File: src/rtl/wdog_pkg.sv
package wdog_pkg;
  localparam int MODE_W      = 3;
  localparam int PER_W       = 4;
  localparam int NUM_MODES   = 6;
  localparam int NUM_PERIODS = 10;
  localparam logic [MODE_W-1:0] MODE_NORMAL  = 3'd1;
  localparam logic [MODE_W-1:0] MODE_STANDBY = 3'd0;

  typedef enum logic [1:0] {
    ST_START = 2'd0,
    ST_RUN   = 2'd1,
    ST_PULSE = 2'd2,
    ST_SAFE  = 2'd3
  } wd_state_e;
endpackage

File: src/rtl/wdog_code_check.sv
module wdog_code_check
  import wdog_pkg::*;
#(
  parameter int PER_BASE = 4,
  parameter int CNT_W    = 12
) (
  input  logic [MODE_W-1:0] mode,
  input  logic [PER_W-1:0]  period,
  output logic              mode_ok,
  output logic              per_ok,
  output logic [CNT_W-1:0]  ticks
);
  logic [CNT_W-1:0] per_tbl [NUM_PERIODS];

  for (genvar i = 0; i < NUM_PERIODS; i++) begin : g_tbl
    assign per_tbl[i] = CNT_W'(PER_BASE << i);
  end

  assign mode_ok = (mode < MODE_W'(NUM_MODES));
  assign per_ok  = (period < PER_W'(NUM_PERIODS));
  assign ticks   = per_ok ? per_tbl[period] : '0;

  always_comb begin
    if (per_ok) assert (ticks >= CNT_W'(2));
  end
endmodule

File: src/rtl/wdog_pulse.sv
module wdog_pulse #(
  parameter int LEN = 4
) (
  input  logic clk,
  input  logic rst,
  input  logic fire,
  output logic pulse,
  output logic last
);
  localparam int CW = (LEN > 1) ? $clog2(LEN) : 1;

  logic [CW-1:0] pcnt;

  assign last = pulse && (pcnt == CW'(LEN - 1));

  always_ff @(posedge clk) begin
    if (rst) begin
      pulse <= 1'b0;
      pcnt  <= '0;
    end else if (fire && !pulse) begin
      pulse <= 1'b1;
      pcnt  <= '0;
    end else if (pulse) begin
      if (last) pulse <= 1'b0;
      else      pcnt  <= pcnt + 1'b1;
    end
  end

  AST_PULSE_HOLD: assert property (@(posedge clk) disable iff (rst)
    (pulse && !last) |=> pulse);
  AST_PULSE_END: assert property (@(posedge clk) disable iff (rst)
    $fell(pulse) |-> ($past(pcnt) == CW'(LEN - 1)));
endmodule

File: src/rtl/wdog_supervisor.sv
module wdog_supervisor
  import wdog_pkg::*;
#(
  parameter int PER_BASE      = 4,
  parameter int STARTUP_TICKS = 64,
  parameter int RST_LEN       = 4
) (
  input  logic              clk,
  input  logic              rst,
  input  logic              tick,
  input  logic              wr_en,
  input  logic [MODE_W-1:0] wr_mode,
  input  logic [PER_W-1:0]  wr_period,
  output logic              sys_rst,
  output logic              fail_safe,
  output logic [MODE_W-1:0] op_mode
);
  localparam int MAX_PER = PER_BASE << (NUM_PERIODS - 1);
  localparam int MAX_T   = (MAX_PER > STARTUP_TICKS) ? MAX_PER : STARTUP_TICKS;
  localparam int CNT_W   = $clog2(MAX_T + 1);

  wd_state_e         state_q;
  logic [CNT_W-1:0]  cnt_q, limit_q, new_limit;
  logic [MODE_W-1:0] mode_q;
  logic              second_q, fs_q;
  logic              mode_ok, per_ok, pulse_last;
  logic              active, bad_wr, good_wr, early;
  logic              exp_run, exp_start, fire, to_safe;

  wdog_code_check #(.PER_BASE(PER_BASE), .CNT_W(CNT_W)) u_check (
    .mode(wr_mode), .period(wr_period),
    .mode_ok(mode_ok), .per_ok(per_ok), .ticks(new_limit)
  );

  wdog_pulse #(.LEN(RST_LEN)) u_pulse (
    .clk(clk), .rst(rst), .fire(fire), .pulse(sys_rst), .last(pulse_last)
  );

  always_comb begin
    active    = (state_q == ST_START) || (state_q == ST_RUN);
    bad_wr    = active && wr_en && !(mode_ok && per_ok);
    good_wr   = active && wr_en && mode_ok && per_ok;
    early     = (state_q == ST_RUN) && (mode_q == MODE_NORMAL) && (cnt_q < (limit_q >> 1));
    exp_run   = (state_q == ST_RUN) && tick && (cnt_q == limit_q - 1'b1);
    exp_start = (state_q == ST_START) && tick && (cnt_q == CNT_W'(STARTUP_TICKS - 1));
    fire      = bad_wr || (good_wr && early) || (!wr_en && exp_run)
                || (!wr_en && exp_start && !second_q);
    to_safe   = !wr_en && exp_start && second_q;
  end

  always_ff @(posedge clk) begin
    if (rst) begin
      state_q  <= ST_START;
      cnt_q    <= '0;
      limit_q  <= '0;
      mode_q   <= MODE_STANDBY;
      second_q <= 1'b0;
      fs_q     <= 1'b0;
    end else begin
      unique case (state_q)
        ST_START, ST_RUN: begin
          if (fire) begin
            state_q <= ST_PULSE;
            mode_q  <= MODE_STANDBY;
            cnt_q   <= '0;
            if (!wr_en && exp_start) second_q <= 1'b1;
          end else if (to_safe) begin
            state_q <= ST_SAFE;
            fs_q    <= 1'b1;
          end else if (good_wr) begin
            state_q  <= ST_RUN;
            cnt_q    <= '0;
            limit_q  <= new_limit;
            mode_q   <= wr_mode;
            second_q <= 1'b0;
          end else if (tick) begin
            cnt_q <= cnt_q + 1'b1;
          end
        end
        ST_PULSE: begin
          if (pulse_last) begin
            state_q <= ST_START;
            cnt_q   <= '0;
          end
        end
        default: state_q <= ST_SAFE;
      endcase
    end
  end

  assign fail_safe = fs_q;
  assign op_mode   = mode_q;

  AST_FS_STICKY: assert property (@(posedge clk) disable iff (rst)
    fail_safe |=> fail_safe);
  AST_FS_QUIET: assert property (@(posedge clk) disable iff (rst)
    fail_safe |-> !sys_rst);
  AST_BAD_PERIOD: assert property (@(posedge clk) disable iff (rst)
    (active && wr_en && wr_period >= PER_W'(NUM_PERIODS)) |=> sys_rst);
  AST_BAD_MODE: assert property (@(posedge clk) disable iff (rst)
    (active && wr_en && wr_mode >= MODE_W'(NUM_MODES)) |=> sys_rst);
  AST_EARLY_HIT: assert property (@(posedge clk) disable iff (rst)
    (state_q == ST_RUN && wr_en && mode_q == MODE_NORMAL && cnt_q < (limit_q >> 1)) |=> sys_rst);
  AST_CNT_BOUND: assert property (@(posedge clk) disable iff (rst)
    (state_q == ST_RUN) |-> (cnt_q < limit_q));
  AST_MODE_LEGAL: assert property (@(posedge clk) disable iff (rst)
    op_mode < MODE_W'(NUM_MODES));
  AST_FROZEN: assert property (@(posedge clk) disable iff (rst)
    (state_q == ST_RUN && !tick && !wr_en) |=> $stable(cnt_q));
endmodule

File: config.mk
export PLATFORM = sky130hd
export DESIGN_NAME = wdog_supervisor
export DESIGN_NICKNAME = d
export VERILOG_FILES = /design/src/rtl/wdog_pkg.sv /design/src/rtl/wdog_code_check.sv /design/src/rtl/wdog_pulse.sv /design/src/rtl/wdog_supervisor.sv
export SDC_FILE = /design/constraint.sdc
export NUM_CORES = 1
export LEC_CHECK = 0
export BUFFER_PORTS_ARGS = -buffer_cell sky130_fd_sc_hd__buf_4
export CAP_MARGIN = 0
export CORE_MARGIN = 3
export CORE_UTILIZATION = 60
export DETAILED_ROUTE_END_ITERATION = 16
export PLACE_DENSITY = 0.81
export SYNTH_ARGS = -nofsm -noshare
export SYNTH_HDL_FRONTEND = slang
export SYNTH_SLANG_ARGS = --single-unit
export TNS_END_PERCENT = 100
File: constraint.sdc
create_clock -name clk -period 3.3 [get_ports clk]
set_clock_uncertainty 0.2 [all_clocks]
set_input_delay 0.66 -clock clk [delete_from_list [all_inputs] [get_ports clk]]
set_output_delay 0.66 -clock clk [all_outputs]
set_load 0.01 [all_outputs]
==> impl_metrics.toml, run 1 <==
[critical_path]
crit_type = "reg -> reg"
slowest_stage = "or4_1"
r2r_slack_ns = 0.32
required_ns = 3.34
rr_startpoint = "limit_q[2]"
path_max_fanout = 10
worstPathCellList = "inv_1, ha_1, xnor2_1, or4_1, a211oi_1, o2111ai_1, o211ai_4, nor2_4, a22o_1"
cp_top_family = "compound AO/OA/AOI/OAI gates"
worstSetupEndpointType = "register"
arrival_ns = 3.02
slowest_delay_ns = 0.48
rr_endpoint = "cnt_q[6]"
worst-r2r-cell-count = 9
setup.worst_path.start_class = "register"
path_buf_inv = 1

[pwr]
total_power_mw = 0.761
power_leakage_nw = 0.962
p_seq_share_pct = 53.3
p_comb_share_pct = 15.4
clock_power_share_pct = 31.3
intPower_mw = 0.551
swShare_pct = 27.6
peakVddDrop_v = 0.000302
switchingPower_mw = 0.210
power_density_nw_per_um2 = 336

[floorplanning]
start_util_pct = 65.1
fp.dieW_um = 64.5
coreArea_um2 = 3150
dieArea_um2 = 4160
io_pins = 16
rows = 20
die_h_um = 64.5

[clock_tree]
root_buffer = "clkbuf_4"
cts.sinks = 32
hold_buffers = 0
cts_htree_levels = 2
post_cts_resized = 0
clk_pin_slew_worst_paths_ns = 0.10
cts_tree = "built"
clock_latency_ns = 0.34
postCtsSetupBuffers = 0
cts_buffer_depth = 2
numCtsBuffers = 5

[synth]
synth_cell_types = 51
avgSynthCellArea_um2 = 8.31
netlist_instances = 247
synth-seq-area-share_pct = 31.2
synth_top_area_share_pct = 31.2
synth.area.top_cells = "dfxtp_1, ha_1, o21ai_0"
synth_top_cell_by_area = "dfxtp_1"
syn-num-nets = 270
yosys_most_used_dff = "dfxtp_1"
synth_warnings = 0
synth_edf_count = 0
synth_area_um2 = 2050
ys_ff_latch = 32
async_reset_ff_share_pct = 0

[routing]
dr_wl_met2_um = 2100
final_antenna_net_count = 0
drt_iter0_drc = 105
highest_layer = "met4"
vias = 1877
wire_per_inst_um = 14.7
drt_wl_total_um = 4560
drtPass1Iterations = 4
viasPerCell = 6.05
drc = 0
dr_wl_met3_um = 263
wl_met1_um = 2130

[min_path]
hold_start = "fail_safe"
hold-path-endpoint = "fail_safe"
min_path_cells = 2
min_path_type = "reg -> reg"

[timing]
hold_viol = 0
slew_headroom_pct = 64.8
worstMarginPinSlew_ns = 0.527
period_needed_ns = 2.98
finalSetupViolations = 0
fmax_mhz = 336
period_share_pct = 90.3
rsz0062_at_grt = "no"
fin_setup_tns_ns = 0
drv_slew = 0

[place]
place_hpwl_um = 3360
portBuffers = 15
globalplace.congestion = 0.815

[finish]
fillerInstances = 273
register_area_um2 = 641
antennaDiodeCount = 0
nets = 288
final_cell_mix = "dfxtp_1, nor2_1, inv_1"
multi_input_area_um2 = 1320
area_growth_pct = 10.3
layout_commonest_cell = "dfxtp_1"
drive_gt1_share_pct = 17.7

[grt]
grt_pass1_wl_um = 7870
overflow = 0
grt_pass1_vias = 1721
grt_use_total_pct = 24.2
antenna_found_initial = 0
grt_max_degree = 18

[flow_run]
maxCapViolations = 0

[run_status]
status = "finished clean"
-- tightest hold or removal path, cell delays in order, from the launching register on --
cell	delay [ns]
dfxtp_1	0.32
inv_1	0.05
a21oi_1	0.05
-- layout make-up --
type                            count  area share (%)
Multi-Input combinational cell    191            58.2
Sequential cell                    32            28.3
Clock buffer                        8            2.60
Timing Repair Buffer               16            5.30
Tap cell                           44            2.43
Inverter                           19            3.15
-- cell families (layout without fill, tap and decap cells) --
kind of cell	count (synthesis)	count (layout)	synth area share [%]
AOI/OAI and AO/OA	63	63	23.6
xor gates and xnor gates	13	13	5.55
adders and majority gates	12	12	7.31
buffers and inverters	24	43	4.57
DFF	32	32	31.2
muxes	3	3	1.46
and+or+nand+nor	100	100	26.3
-- cell usage after synthesis (all sizes together), types with 2 or more instances --
master   n
a31o     9
nor2b    8
mux2i    3
nand3   13
o21ai   17
a21o     5
a211oi   4
nor3    11
xnor2    9
xor2     4
a22o     9
or4      4
a21oi    6
inv     19
nand2   18
ha      12
nor2    22
o31ai    2
dfxtp   32
and3     9
or3      3
clkbuf   4
o211ai   2
nor4     3
-- layer usage --
metal,GRT usage [%],vias up
met5,0,-
li1,-,939
met3,5.72,7
met1,30.6,885
met2,40.5,46
met4,7.92,0
-- metrics by stage --
step	cells	hold WS, ns	area [um2]	setup slack, ns	util (%)
floorplan	247	0.258	2050	0.379	-
global placement	302	0.236	2210	0.131	70.0
detailed placement	302	0.250	2210	0.0672	70.0
CTS	310	0.265	2260	0.337	71.8
global route	310	0.287	2260	0.161	71.8
finish	310	0.257	2260	0.320	71.8
-- worst max path at each step --
stage / start / endpoint / depth (start not counted)
after CTS: limit_q[2] / cnt_q[6] / 9
after detailed placement: wr_en / cnt_q[6] / 8
final: limit_q[2] / cnt_q[6] / 9
after floorplan: wr_en / cnt_q[6] / 7
after global routing: limit_q[2] / cnt_q[6] / 9
after global placement: wr_en / cnt_q[6] / 8
-- registers in the layout (all words and copies together), names as in the netlist --
name / count
cnt_q: 12
fail_safe: 1
limit_q: 10
op_mode: 3
second_q: 1
state_q: 2
u_pulse.pcnt: 2
u_pulse.pulse: 1
-- power groups by stage --
stage	logic [mW]	registers (mW)	clock network (mW)
after detailed placement	0.116	0.415	0
after floorplan	0.0825	0.413	0
final	0.117	0.406	0.238
after global routing	0.131	0.407	0.266
after global placement	0.114	0.414	0
after CTS	0.117	0.406	0.245
No activity file was read; power rests on OpenSTA's default activity.
==> inputs of run 2 (changes only) <==
- CELL_PAD_IN_SITES_DETAIL_PLACEMENT: default -> 1
- CELL_PAD_IN_SITES_GLOBAL_PLACEMENT: default -> 1
- CORE_UTILIZATION: 60 -> 45
- PLACE_DENSITY: 0.81 -> 0.8
==> run 2 against run 1 <==
- non-clock buffer count increased by 1
- total power is 10% higher
- worst hold slack worse by 0.0011 ns
- flip-flop and latch count did not move
- clock power rose by 32%
- via count is 0.43% lower
- sequential share of layout area decreased by 0.57 points
- first-iteration DRC count decreased by 6.7%
- utilization fell by 17 points
- largest cell class unchanged
==> impl_metrics.toml, run 2 (synthesized netlist as in run 1, its figures left out) <==
[critical_path]
cp_top_family = "compound AO/OA/AOI/OAI gates"
arrival_ns = 2.97
worstSetupEndpointType = "register"
path_max_fanout = 10
setup.worst_path.start_class = "primary input"
slowest_stage = "or4_1"
worstPathCellList = "buf_4, or3b_1, or4_1, a211oi_1, o2111ai_1, o211ai_4, nor2_4, a22o_1"
required_ns = 3.28
crit_type = "in -> reg"
slowest_delay_ns = 0.53
path_buf_inv = 1

[clock_tree]
cts_tree = "built"
cts_htree_levels = 2
cts.sinks = 32
post_cts_resized = 0
hold_buffers = 0
root_buffer = "clkbuf_8"
clock_latency_ns = 0.29
postCtsSetupBuffers = 0
clk_pin_slew_worst_paths_ns = 0.07
cts_buffer_depth = 2
numCtsBuffers = 5

[timing]
worstMarginPinSlew_ns = 0.529
period_needed_ns = 2.99
drv_slew = 0
slew_headroom_pct = 64.7
hold_viol = 0
fmax_mhz = 335
fin_setup_tns_ns = 0
finalSetupViolations = 0
period_share_pct = 90.6
rsz0062_at_grt = "no"
setup_ws_ns = 0.311

[grt]
grt_max_degree = 18
overflow = 0
grt_pass1_vias = 1923
antenna_found_initial = 0
grt_pass1_wl_um = 9180
grt_use_total_pct = 21.8

[flow_run]
maxCapViolations = 0

[floorplanning]
rows = 23
coreArea_um2 = 4200
dieArea_um2 = 5410
fp.dieW_um = 73.5
start_util_pct = 48.9
die_h_um = 73.5
io_pins = 16

[finish]
drive_gt1_share_pct = 18.0
final_cells = 317
fillerInstances = 520
antennaDiodeCount = 0
area_growth_pct = 12.6
nets = 289
final_cell_mix = "dfxtp_1, nor2_1, inv_1"
largest_reg_flops = 12
layout_commonest_cell = "dfxtp_1"
max_flop_register = "cnt_q"

[routing]
drt_iter0_drc = 98
drt_wl_total_um = 5270
final_antenna_net_count = 0
drc = 0
drtPass1Iterations = 4
viasPerCell = 5.90
vias = 1869
wire_per_inst_um = 16.6

[run_status]
status = "finished clean"

[place]
portBuffers = 15
pre_cts_ws_ns = 0.00416
placed_cells = 309
place_hpwl_um = 3980
globalplace.congestion = 0.880

[pwr]
power_density_nw_per_um2 = 363
peakVddDrop_v = 0.000197
power_leakage_nw = 0.980

[min_path]
min_path_type = "reg -> reg"
==> run 2: cell types whose count changed in the layout (fill, tap and decap cells not counted), sizes merged <==
cell  delta
buf      +1
==> run 2: worst min-delay path, stage by stage, from the launching register on <==
cell and delay (ns):
dfxtp_1 0.31, inv_1 0.05, a21oi_1 0.05
==> run 2: worst paths after layout <==
path,end,cells after the start,start,slack [ns]
setup / recovery,cnt_q[6],8,wr_en,0.31
hold / removal,fail_safe,2,fail_safe,0.26
setup reg to reg,cnt_q[6],9,limit_q[3],0.36
hold reg to reg,fail_safe,2,fail_safe,0.26
==> run 2: metrics by stage <==
step	hold slack [ns]	utilization [%]	instance area, um2	total power [mW]
global route	0.282	55.0	2310	0.883
detailed placement	0.241	52.9	2220	0.535
global placement	0.235	52.9	2220	0.532
finish	0.256	55.0	2310	0.838
floorplan	0.258	-	2050	0.495
CTS	0.260	55.0	2310	0.849
==> run 2: routing by layer <==
metal,global-route usage (%),vias up,wire length [um]
li1,-,945,-
met1,29.6,893,2650
met2,34.5,24,2390
met3,4.24,7,152
met4,7.24,0,86
met5,0,-,0
==> run 2: layout make-up <==
class	instances	area, um2	share of cell area (%)
multi-input cells	191	1320	57.1
clock buffers	8	90.1	3.90
repair buffers	17	128	5.52
inverters	19	71.3	3.09
well taps	50	62.6	2.71
flip-flops and latches	32	641	27.7
==> run 2: report_power, final <==
part	leakage (nW)	switching, mW	internal [mW]
sequential	0.259	0.00992	0.396
clock	0.0455	0.143	0.170
combinational	0.676	0.0694	0.0501
total	0.980	0.222	0.616
==> inputs of run 3 (changes only) <==
- CORE_ASPECT_RATIO: default -> 1.1
- PLACE_DENSITY: 0.8 -> 0.9
==> run 3 against run 2 <==
- utilization shrank 1.6 points
- cell area up 0.49%
- sequential share of layout area is 0.13 points lower
- via count up 3.3%
- worst hold slack improved by 0.014 ns
- flip-flop and latch count unchanged
- die area about the same
- global-route usage shrank 0.17 points
- critical endpoint unchanged
- largest cell class unchanged
==> impl_metrics.toml, run 3 (synthesized netlist as in run 1, its figures left out) <==
[floorplanning]
coreArea_um2 = 4350
io_pins = 16
dieArea_um2 = 5410
die_h_um = 76.8
start_util_pct = 47.2
fp.dieW_um = 70.4
rows = 25

[timing]
period_needed_ns = 3.01
hold_viol = 0
period_share_pct = 91.2
setup_ws_ns = 0.291
drv_slew = 0
worstMarginPinSlew_ns = 0.546
slew_headroom_pct = 63.6
fin_setup_tns_ns = 0
hold_slack_ns = 0.269
rsz0062_at_grt = "no"
fmax_mhz = 332
finalSetupViolations = 0

[flow_run]
maxCapViolations = 0

[routing]
viasPerCell = 6.03
drt_wl_total_um = 5370
wire_per_inst_um = 16.8
drtPass1Iterations = 4
final_antenna_net_count = 0
vias = 1930
drc = 0
drt_iter0_drc = 88

[grt]
antenna_found_initial = 0
grt_use_total_pct = 21.7
grt_max_degree = 18
grt_pass1_wl_um = 9410
overflow = 0
grt_pass1_vias = 1936

[finish]
utilization_pct = 53.4
final_cells = 320
largest_reg_flops = 12
max_flop_register = "cnt_q"
layout_commonest_cell = "dfxtp_1"
drive_gt1_share_pct = 18.4
final_cell_mix = "dfxtp_1, nor2_1, inv_1"
area_growth_pct = 13.1
nets = 289
fillerInstances = 529
antennaDiodeCount = 0

[clock_tree]
clk_pin_slew_worst_paths_ns = 0.07
numCtsBuffers = 5
postCtsSetupBuffers = 0
cts_tree = "built"
hold_buffers = 0
cts_buffer_depth = 2
post_cts_resized = 0
cts_htree_levels = 2
root_buffer = "clkbuf_8"
clock_latency_ns = 0.29
cts.sinks = 32

[critical_path]
worstSetupEndpointType = "register"
path_buf_inv = 1
required_ns = 3.28
path_max_fanout = 10
cp_top_family = "compound AO/OA/AOI/OAI gates"
slowest_delay_ns = 0.56
worstPathCellList = "buf_4, or3b_1, or4_1, a211oi_1, o2111ai_1, o211ai_4, nor2_4, a22o_1"
slowest_stage = "or4_1"
setup.worst_path.start_class = "primary input"
crit_type = "in -> reg"
arrival_ns = 2.99

[pwr]
power_leakage_nw = 0.985
swShare_pct = 26.2
p_seq_share_pct = 47.4
p_comb_share_pct = 14.2
power_density_nw_per_um2 = 369
peakVddDrop_v = 0.000239
switchingPower_mw = 0.224
clock_power_share_pct = 38.4
intPower_mw = 0.632

[place]
place_hpwl_um = 4020
globalplace.congestion = 0.800
pre_cts_ws_ns = 0.0204
placed_cells = 313
portBuffers = 15

[min_path]
min_path_type = "reg -> reg"

[run_status]
status = "finished clean"
run 3: changes by cell type in the layout (fill, tap and decap cells not counted):
cell,before,now
clkbuf_1,2,0
clkbuf_8,6,7
run 3: layout make-up:
cell class                      instances  area [um2]  area share (%)
Inverter                               19        71.3            3.07
Sequential cell                        32         641            27.6
Multi-Input combinational cell        191        1320            56.8
Timing Repair Buffer                   17         128            5.50
Clock buffer                            7        96.3            4.15
Tap cell                               54        67.6            2.91
run 3: worst paths after layout:
path | start | to | slack, ns | cells past startpoint
worst max-delay path | wr_en | cnt_q[6] | 0.29 | 8
worst min-delay path | fail_safe | fail_safe | 0.27 | 2
worst min register to register | fail_safe | fail_safe | 0.27 | 2
worst max register to register | limit_q[3] | cnt_q[6] | 0.32 | 9
run 3: stage by stage:
step | power [mW] | cell area [um2]
after CTS | 0.859 | 2320
after global routing | 0.901 | 2320
after detailed placement | 0.534 | 2230
after floorplan | 0.495 | 2050
after global placement | 0.530 | 2230
final | 0.856 | 2320
run 3: tightest hold or removal path, stage by stage (launching register included):
cell and delay [ns]:
dfxtp_1 0.31, inv_1 0.06, a21oi_1 0.05
run 3: routing by layer:
layer  global-route usage [%]  vias up  wire (um)
met4                     9.58        0        110
met2                     35.3       37       2670
li1                         -      941          -
met1                     27.8      941       2400
met5                        0        -          0
met3                     3.54       11        182
run 3: power groups by stage:
stage / logic (mW) / clock network, mW / registers, mW
finish: 0.121 / 0.329 / 0.406
global route: 0.136 / 0.358 / 0.407
CTS: 0.122 / 0.331 / 0.406
detailed placement: 0.120 / 0 / 0.414
global placement: 0.116 / 0 / 0.414
floorplan: 0.0825 / 0 / 0.413
